<file path="src/rtl/sysmm_pkg.sv">
package sysmm_pkg;

   // Enabled MAC steps that a last beat must wait after the previous one.
   function automatic int holdoff_steps(input int rows, input int cols);
      return rows + cols - 2;
   endfunction

   function automatic int ctr_width(input int maxval);
      return (maxval < 1) ? 1 : $clog2(maxval + 1);
   endfunction

endpackage

</file>
<file path="src/rtl/sysmm_delay.sv">
module sysmm_delay #(
   parameter int W = 8,
   parameter int N = 1
) (
   input  logic         clk,
   input  logic         rst_n,
   input  logic         en,
   input  logic [W-1:0] d,
   output logic [W-1:0] q
);

   if (N < 1) begin : g_bad_n
      $error("sysmm_delay: N must be at least 1");
   end

   logic [W-1:0] stg [N];

   always_ff @(posedge clk) begin
      if (!rst_n) begin
         for (int i = 0; i < N; i++) stg[i] <= '0;
      end else if (en) begin
         stg[0] <= d;
         for (int i = 1; i < N; i++) stg[i] <= stg[i-1];
      end
   end

   assign q = stg[N-1];

endmodule

</file>
<file path="src/rtl/sysmm_pe.sv">
module sysmm_pe #(
   parameter int DATA_W  = 8,
   parameter int ACC_W   = 24,
   parameter int MUL_LAT = 2
) (
   input  logic                     clk,
   input  logic                     rst_n,
   input  logic                     en,
   input  logic signed [DATA_W-1:0] k_in,
   input  logic signed [DATA_W-1:0] x_in,
   input  logic                     v_in,
   input  logic                     l_in,
   output logic signed [DATA_W-1:0] k_out,
   output logic signed [DATA_W-1:0] x_out,
   output logic                     v_out,
   output logic                     l_out,
   output logic                     done_out,
   output logic        [ACC_W-1:0]  res_out
);

   localparam int PW = 2 * DATA_W;

   logic signed [PW-1:0]    prod;
   logic signed [PW-1:0]    pp [MUL_LAT];
   logic [MUL_LAT-1:0]      pv, pl;
   logic signed [ACC_W-1:0] acc, p_ext, sum;
   logic                    fresh;

   assign prod = PW'(k_in) * PW'(x_in);

   // operand and marker forwarding to the right and downward neighbours
   always_ff @(posedge clk) begin
      if (!rst_n) begin
         k_out <= '0;
         x_out <= '0;
         v_out <= 1'b0;
         l_out <= 1'b0;
      end else if (en) begin
         k_out <= k_in;
         x_out <= x_in;
         v_out <= v_in;
         l_out <= l_in;
      end
   end

   // multiplier pipeline with marker shadows
   always_ff @(posedge clk) begin
      if (!rst_n) begin
         for (int i = 0; i < MUL_LAT; i++) pp[i] <= '0;
         pv <= '0;
         pl <= '0;
      end else if (en) begin
         pp[0] <= prod;
         pv[0] <= v_in;
         pl[0] <= l_in;
         for (int i = 1; i < MUL_LAT; i++) begin
            pp[i] <= pp[i-1];
            pv[i] <= pv[i-1];
            pl[i] <= pl[i-1];
         end
      end
   end

   assign p_ext = ACC_W'(pp[MUL_LAT-1]);
   assign sum   = (fresh ? '0 : acc) + p_ext;

   always_ff @(posedge clk) begin
      if (!rst_n) begin
         acc     <= '0;
         fresh   <= 1'b1;
         res_out <= '0;
      end else if (en && pv[MUL_LAT-1]) begin
         if (pl[MUL_LAT-1]) begin
            res_out <= sum;
            acc     <= '0;
            fresh   <= 1'b1;
         end else begin
            acc     <= sum;
            fresh   <= 1'b0;
         end
      end
   end

   assign done_out = pv[MUL_LAT-1] && pl[MUL_LAT-1];

endmodule

</file>
<file path="src/rtl/sysmm_core.sv">
module sysmm_core
   import sysmm_pkg::*;
#(
   parameter int ROWS    = 3,
   parameter int COLS    = 4,
   parameter int DATA_W  = 8,
   parameter int ACC_W   = 24,
   parameter int MUL_LAT = 2
) (
   input  logic                    clk,
   input  logic                    rst_n,
   input  logic                    k_valid,
   output logic                    k_ready,
   input  logic [ROWS*DATA_W-1:0]  k_data,
   input  logic                    k_last,
   input  logic                    x_valid,
   output logic                    x_ready,
   input  logic [COLS*DATA_W-1:0]  x_data,
   input  logic                    a_valid,
   output logic                    a_ready,
   input  logic [ROWS*ACC_W-1:0]   a_data,
   output logic                    y_valid,
   input  logic                    y_ready,
   output logic [ROWS*ACC_W-1:0]   y_data,
   output logic                    y_last
);

   localparam int HOLD = holdoff_steps(ROWS, COLS);
   localparam int CW   = ctr_width(HOLD);

   if (ROWS < 1 || COLS < 1) begin : g_bad_dim
      $error("sysmm_core: ROWS and COLS must be positive");
   end
   if (ACC_W < 2 * DATA_W) begin : g_bad_acc
      $error("sysmm_core: ACC_W must hold a full product");
   end
   if (MUL_LAT < 1) begin : g_bad_lat
      $error("sysmm_core: MUL_LAT must be at least 1");
   end

   logic          en_mac, gate, s_fire, s_lastfire;
   logic          ld_q, chain_free, out_fire;
   logic [CW-1:0] cool;

   logic [DATA_W-1:0] k_sk [ROWS];
   logic [DATA_W-1:0] x_sk [COLS];
   logic [DATA_W-1:0] kh   [ROWS][COLS];
   logic [DATA_W-1:0] xh   [ROWS][COLS];
   logic              vh   [ROWS][COLS];
   logic              lh   [ROWS][COLS];
   logic              dn   [ROWS][COLS];
   logic [ACC_W-1:0]  res  [ROWS][COLS];

   logic [ROWS*ACC_W-1:0] slot [COLS];
   logic [COLS-1:0]       occ;

   // ---------------- input join and holdoff ----------------
   assign en_mac     = !ld_q || chain_free;
   assign gate       = en_mac && !(k_last && (cool != '0));
   assign k_ready    = x_valid && gate;
   assign x_ready    = k_valid && gate;
   assign s_fire     = k_valid && x_valid && gate;
   assign s_lastfire = s_fire && k_last;

   always_ff @(posedge clk) begin
      if (!rst_n)
         cool <= '0;
      else if (s_lastfire)
         cool <= CW'(HOLD);
      else if (en_mac && cool != '0)
         cool <= cool - CW'(1);
   end

   // ---------------- edge skew ----------------
   for (genvar r = 0; r < ROWS; r++) begin : g_kskew
      if (r == 0) begin : g_direct
         assign k_sk[r] = k_data[0 +: DATA_W];
      end else begin : g_delay
         sysmm_delay #(.W(DATA_W), .N(r)) u_dly (
            .clk(clk), .rst_n(rst_n), .en(en_mac),
            .d(k_data[r*DATA_W +: DATA_W]), .q(k_sk[r]));
      end
   end

   for (genvar c = 0; c < COLS; c++) begin : g_xskew
      if (c == 0) begin : g_direct
         assign x_sk[c] = x_data[0 +: DATA_W];
      end else begin : g_delay
         sysmm_delay #(.W(DATA_W), .N(c)) u_dly (
            .clk(clk), .rst_n(rst_n), .en(en_mac),
            .d(x_data[c*DATA_W +: DATA_W]), .q(x_sk[c]));
      end
   end

   // ---------------- MAC grid, markers hop with the wavefront ----------------
   for (genvar r = 0; r < ROWS; r++) begin : g_row
      for (genvar c = 0; c < COLS; c++) begin : g_col
         logic [DATA_W-1:0] ki, xi;
         logic              vi, li;

         if (c == 0) begin : g_kedge
            assign ki = k_sk[r];
         end else begin : g_kpass
            assign ki = kh[r][c-1];
         end

         if (r == 0) begin : g_xedge
            assign xi = x_sk[c];
         end else begin : g_xpass
            assign xi = xh[r-1][c];
         end

         if (c > 0) begin : g_mleft
            assign vi = vh[r][c-1];
            assign li = lh[r][c-1];
         end else if (r > 0) begin : g_mup
            assign vi = vh[r-1][0];
            assign li = lh[r-1][0];
         end else begin : g_morigin
            assign vi = s_fire;
            assign li = s_lastfire;
         end

         sysmm_pe #(.DATA_W(DATA_W), .ACC_W(ACC_W), .MUL_LAT(MUL_LAT)) u_pe (
            .clk(clk), .rst_n(rst_n), .en(en_mac),
            .k_in(ki), .x_in(xi), .v_in(vi), .l_in(li),
            .k_out(kh[r][c]), .x_out(xh[r][c]),
            .v_out(vh[r][c]), .l_out(lh[r][c]),
            .done_out(dn[r][c]), .res_out(res[r][c]));
      end
   end

   // ---------------- result load request ----------------
   always_ff @(posedge clk) begin
      if (!rst_n)
         ld_q <= 1'b0;
      else if (en_mac && dn[ROWS-1][COLS-1])
         ld_q <= 1'b1;
      else if (chain_free)
         ld_q <= 1'b0;
   end

   // ---------------- output shift chain ----------------
   assign y_last     = (occ == (COLS'(1) << (COLS - 1)));
   assign y_valid    = occ[COLS-1] && a_valid;
   assign a_ready    = occ[COLS-1] && y_ready;
   assign out_fire   = y_valid && y_ready;
   assign chain_free = !occ[COLS-1] || (out_fire && y_last);

   always_ff @(posedge clk) begin
      if (!rst_n) begin
         occ <= '0;
         for (int s = 0; s < COLS; s++) slot[s] <= '0;
      end else if (ld_q && chain_free) begin
         occ <= '1;
         for (int c = 0; c < COLS; c++)
            for (int r = 0; r < ROWS; r++)
               slot[COLS-1-c][r*ACC_W +: ACC_W] <= res[r][c];
      end else if (out_fire) begin
         occ     <= occ << 1;
         slot[0] <= '0;
         for (int s = 1; s < COLS; s++) slot[s] <= slot[s-1];
      end
   end

   for (genvar r = 0; r < ROWS; r++) begin : g_bias
      assign y_data[r*ACC_W +: ACC_W] =
         slot[COLS-1][r*ACC_W +: ACC_W] + a_data[r*ACC_W +: ACC_W];
   end

endmodule

</file>
<file path="config.mk">
export PLATFORM = sky130hd
export DESIGN_NAME = sysmm_core
export DESIGN_NICKNAME = d
export VERILOG_FILES = /design/src/rtl/sysmm_pkg.sv /design/src/rtl/sysmm_delay.sv /design/src/rtl/sysmm_pe.sv /design/src/rtl/sysmm_core.sv
export SDC_FILE = /design/constraint.sdc
export NUM_CORES = 2
export LEC_CHECK = 0
export ABC_AREA = 0
export BUFFER_PORTS_ARGS = -buffer_cell sky130_fd_sc_hd__clkbuf_2
export CORE_ASPECT_RATIO = 1.4
export CORE_MARGIN = 1
export CORE_UTILIZATION = 50
export DETAILED_ROUTE_END_ITERATION = 10
export GPL_ROUTABILITY_DRIVEN = 0
export PLACE_DENSITY = 0.67
export SLEW_MARGIN = 20
export SYNTH_ARGS = -nofsm -noshare
export SYNTH_HDL_FRONTEND = slang
export SYNTH_SLANG_ARGS = --single-unit
</file>
<file path="constraint.sdc">
create_clock -name clk -period 47.4 [get_ports clk]
set_input_delay 14.22 -clock clk [delete_from_list [all_inputs] [get_ports clk]]
set_output_delay 14.22 -clock clk [all_outputs]
set_load 0.1 [all_outputs]
</file>
==> summary.md <==
| Metric | Value |
|---|---|
| Worst-case clock buffer depth | `4` |
| Final core occ | `54.7%` |
| Critical Path Start | `a_data[48]` |
| Worst Setup End Kind | `output port` |
| Post-CTS Repair Setup Buffers | `0` |
| Reg2reg setup slack | `41.94 ns` |
| PD cells | `28.6 nW/um^2` |
| Number of antenna violations at the first check in global routing | `5` |
| Status | `completed` |
| Syn_nets | `11.5k` |
| Mux cell area share after synthesis | `0.335%` |
| 1st-iter DRT viols | `4995` |
| Synthesis Warnings | `0` |
| I/O Pins | `212` |
| Vias in the first global route | `73.0k` |
| Crit-path cells | `clkbuf_2 > ha_1 > inv_1 > fa_1 > nor2b_1 > o21ai_1 > a21oi_1 > o31ai_1 > o211ai_1 > a31o_2 > a21oi_1 > xnor2_1 > clkbuf_2` |
| Achievable frequency | `31.8 MHz` |
| Crit path required time | `33.18 ns` |
| Arrival time worst endpoint | `17.23 ns` |
| Avg Cell Area, Syn | `9.98 sq um` |
| Max_slew headroom | `24.9%` |
| Post-route setup TNS | `0 ns` |
| Adder-Cell Fraction of Synth Area | `22.2%` |
| Met3 Track Usage GR | `2.87%` |
| Worst Path Max Fanout | `5` |
| Worst-Margin Slew | `1.13 ns` |
| Number of remaining DRC errors | `0` |
| Layout Nets | `11.5k` |
| Via/cell ratio | `5.71` |
| Leak Pwr | `49.1 nW` |
| Layout fillers | `17.4k` |
| Ranking of synthesized cells by area | `edfxtp_1 22%, dfxtp_1 15%, fa_1 14%` |
| Switch Pwr | `852 uW` |
| Part of the cycle the worst path needs | `66.4%` |
| Core area | `198000 sq um` |
| Setup WS pre-CTS | `16.01 ns` |
| Area occupied by multi-input gates | `57100 sq um` |
| # setup viols final | `0` |
| Rows | `193` |
| Ys async rst share | `0%` |
| Met2 Usage GRT | `42.4%` |
| Non-filler cells in the finished layout | `12.7k` |
| Ys flop type | `edfxtp_1` |
| Inst Count DP | `12.5k` |
| R2R Path End | `g_row[2].g_col[0].u_pe.pp[0][14]$_SDFFCE_PN0P_` |
| Max-slew violations | `0` |
| DR WL/cell | `19.9 um` |
| Gr usage total | `24.8%` |
| Post-synth top cells | `1080 x inv_1, 756 x nand2_1, 744 x edfxtp_1, 740 x dfxtp_1, 695 x ha_1` |
| TritonCTS sink count | `1484` |
| Largest family of logic cells by synthesized area | `adder cells` |
| Layout cells sized above 1 | `5.98%` |
| First-pass GRT wire length | `401000 um` |
| Met1 GRT Util | `32.5%` |
| Clock latency on the worst-skew pair | `0.84 ns` |
| XOR/XNOR Fraction of Synth Area | `4.01%` |
| Worst clock skew | `0.0480 ns` |
| IO Port Bufs | `211` |
| Most common cell in the netlist | `inv_1` |
| H-tree levels | `4` |
| Busiest grt layer | `met2` |
| Grt ovf | `0` |
| Switching Share | `27.5%` |
| Cell internal pwr | `2.25 mW` |
| Die Y | `531 um` |
| Num CTS Buffers | `158` |
| Number of enable flip-flop cells after synthesis | `744` |
| Synth Area in Simple Gates | `15.8%` |
| CP Launch Type | `input pin` |
| WS Path Type | `input pin to output port` |
| Die span in x | `380 um` |
| Die area | `202000 sq um` |
| Min cycle time layout | `31.45 ns` |
| Logic pwr share | `14.0%` |
| Initial Util | `50.5%` |
| Final instance area | `108000 sq um` |
| Hold WC Path Type | `register to register` |
| Reg power frac | `45.8%` |
| Layout area overhead | `8.36%` |
| Placed cell area | `103000 sq um` |
| Vias | `72.7k` |
| R2R Path Start | `g_kskew[2].g_delay.u_dly.stg[0][14]$_SDFFCE_PN0P_` |
| Leading area contributor after synthesis | `edfxtp_1` |
| Worst vdd ir | `0.0239 mV` |
| Largest net degree at the start of global routing | `183` |
| DRT antenna net count | `0` |
| Clock network fraction of design power | `40.2%` |
| Area share of the largest cell type after synthesis | `22.3%` |
| Post-Route WL | `254000 um` |
| Seq cells post-synth | `1484` |
| Root Buffer | `clkbuf_16` |
| Cell Area, Synth | `100000 sq um` |
| Synth cell types | `91` |
| R2R depth | `17` |
| Register area | `37200 sq um` |
| CTS clk-pin slew, worst paths | `0.06 ns` |
| RSZ-0062 raised after global routing | `false` |
| PnR worst setup slack | `15.95 ns` |
| DP Wirelength | `185000 um` |
| Max stage delay on crit path | `0.69 ns` |
| Post-cts resize count | `0` |
| Fin. Hold Viols | `0` |
| First-pass iteration count of the detailed router | `6` |
| Max-cap viol count | `0` |
| Post-synthesis sequential area ratio | `37.2%` |
| Hold buffer count at cts | `0` |
| Syn Inst Count | `10.0k` |
| CP endpoint | `y_data[68]` |
| CTS tree | `yes` |
| Crit-path slowest cell | `o31ai_1` |
| Complex-gate fraction of the synthesized area | `14.5%` |
[per-stage QoR]
| step | power, mW | hold WS, ns |
|---|---|---|
| 6_report | 3.10 | 0.445 |
| 5_1_grt | 3.22 | 0.469 |
| 3_5_place_dp | 1.88 | 0.432 |
| 2_1_floorplan | 1.76 | 0.417 |
| 4_1_cts | 3.13 | 0.446 |
| 3_3_place_gp | 1.87 | 0.427 |
[sequential cells by signal, summed over array words and instances (netlist names)]
signal	flops
g_row.g_col.u_pe.pp	384
g_row.g_col.u_pe.acc	288
g_row.g_col.u_pe.res_out	288
slot	288
g_row.g_col.u_pe.k_out	72
g_row.g_col.u_pe.x_out	64
g_xskew.g_delay.u_dly.stg	48
g_kskew.g_delay.u_dly.stg	24
g_row.g_col.u_pe.pl	7
g_row.g_col.u_pe.pv	7
g_row.g_col.u_pe.fresh	6
occ	4
cool	3
ld_q	1
[cell type report]
| type | instances | area share (%) |
|---|---|---|
| clock inverters | 69 | 0.607 |
| flip-flops and latches | 1484 | 34.3 |
| well taps | 2632 | 3.04 |
| clock buffers | 212 | 4.11 |
| diodes | 3 | 0.00693 |
| repair buffers | 279 | 1.50 |
| inverters | 1080 | 3.75 |
| multi-input cells | 6976 | 52.7 |
[placed cells by master, fill, tap and decap left out, types with 55 or more instances in the layout]
cell type,instances
a21o_1,174
nor3b_1,58
buf_4,64
and2_1,599
clkbuf_2,210
dfxtp_1,738
edfxtp_1,744
fa_1,675
clkbuf_16,167
a22o_1,535
xor2_1,116
nand3_1,69
and3_1,367
o21ai_0,268
nor2b_1,408
o21bai_1,55
nor2_1,463
a21oi_1,546
nor3_1,135
nand2_1,748
xnor2_1,342
inv_1,1079
ha_1,695
a22oi_1,99
[power by group through the flow]
stage	clock network, mW	registers, mW	logic, mW
after floorplan	0	1.42	0.341
final	1.25	1.42	0.435
after CTS	1.27	1.42	0.437
after detailed placement	0	1.45	0.435
after global routing	1.31	1.42	0.481
after global placement	0	1.45	0.423
[per-layer routing]
metal	share of wire (%)	up-vias
li1	-	34300
met1	43	35900
met2	48	1976
met3	5.1	527
met4	3.6	4
met5	0.013	-
[logic make-up (layout without fill, tap and decap cells)]
logic type | count (synthesis) | after routing
compound gates | 2084 | 2084
xor+xnor | 458 | 458
fa+ha+maj | 1370 | 1370
buf+inv | 1564 | 1640
flops | 1484 | 1484
mux | 32 | 32
other cells | 0 | 3
simple gates | 3032 | 3032
[critical path: cells and delay by family]
| kind | cells | cell delay [ns] |
|---|---|---|
| and+or+nand+nor | 1 | 0.06 |
| buffers and inverters | 3 | 0.63 |
| AOI/OAI and AO/OA | 6 | 1.73 |
| adders and majority gates | 2 | 0.43 |
| xor gates and xnor gates | 1 | 0.15 |
[worst min-delay path by stage]
| stage | to | slack (ns) | start | cells after the start |
|---|---|---|---|---|
| 2_1_floorplan | g_row[2].g_col[3].u_pe.res_out[17]$_SDFFE_PN0P_ | 0.42 | g_row[2].g_col[3].u_pe.res_out[17]$_SDFFE_PN0P_ | 2 |
| 4_1_cts | g_row[2].g_col[1].u_pe.acc[16]$_SDFFE_PN0P_ | 0.45 | g_row[2].g_col[1].u_pe.acc[16]$_SDFFE_PN0P_ | 2 |
| 3_3_place_gp | g_row[2].g_col[1].u_pe.acc[16]$_SDFFE_PN0P_ | 0.43 | g_row[2].g_col[1].u_pe.acc[16]$_SDFFE_PN0P_ | 2 |
| 5_1_grt | g_row[2].g_col[1].u_pe.acc[16]$_SDFFE_PN0P_ | 0.47 | g_row[2].g_col[1].u_pe.acc[16]$_SDFFE_PN0P_ | 2 |
| 6_report | g_row[2].g_col[1].u_pe.acc[16]$_SDFFE_PN0P_ | 0.45 | g_row[2].g_col[1].u_pe.acc[16]$_SDFFE_PN0P_ | 2 |
| 3_5_place_dp | g_row[2].g_col[1].u_pe.acc[16]$_SDFFE_PN0P_ | 0.43 | g_row[2].g_col[1].u_pe.acc[16]$_SDFFE_PN0P_ | 2 |
Note: power is estimated with default switching activity, not from simulation.
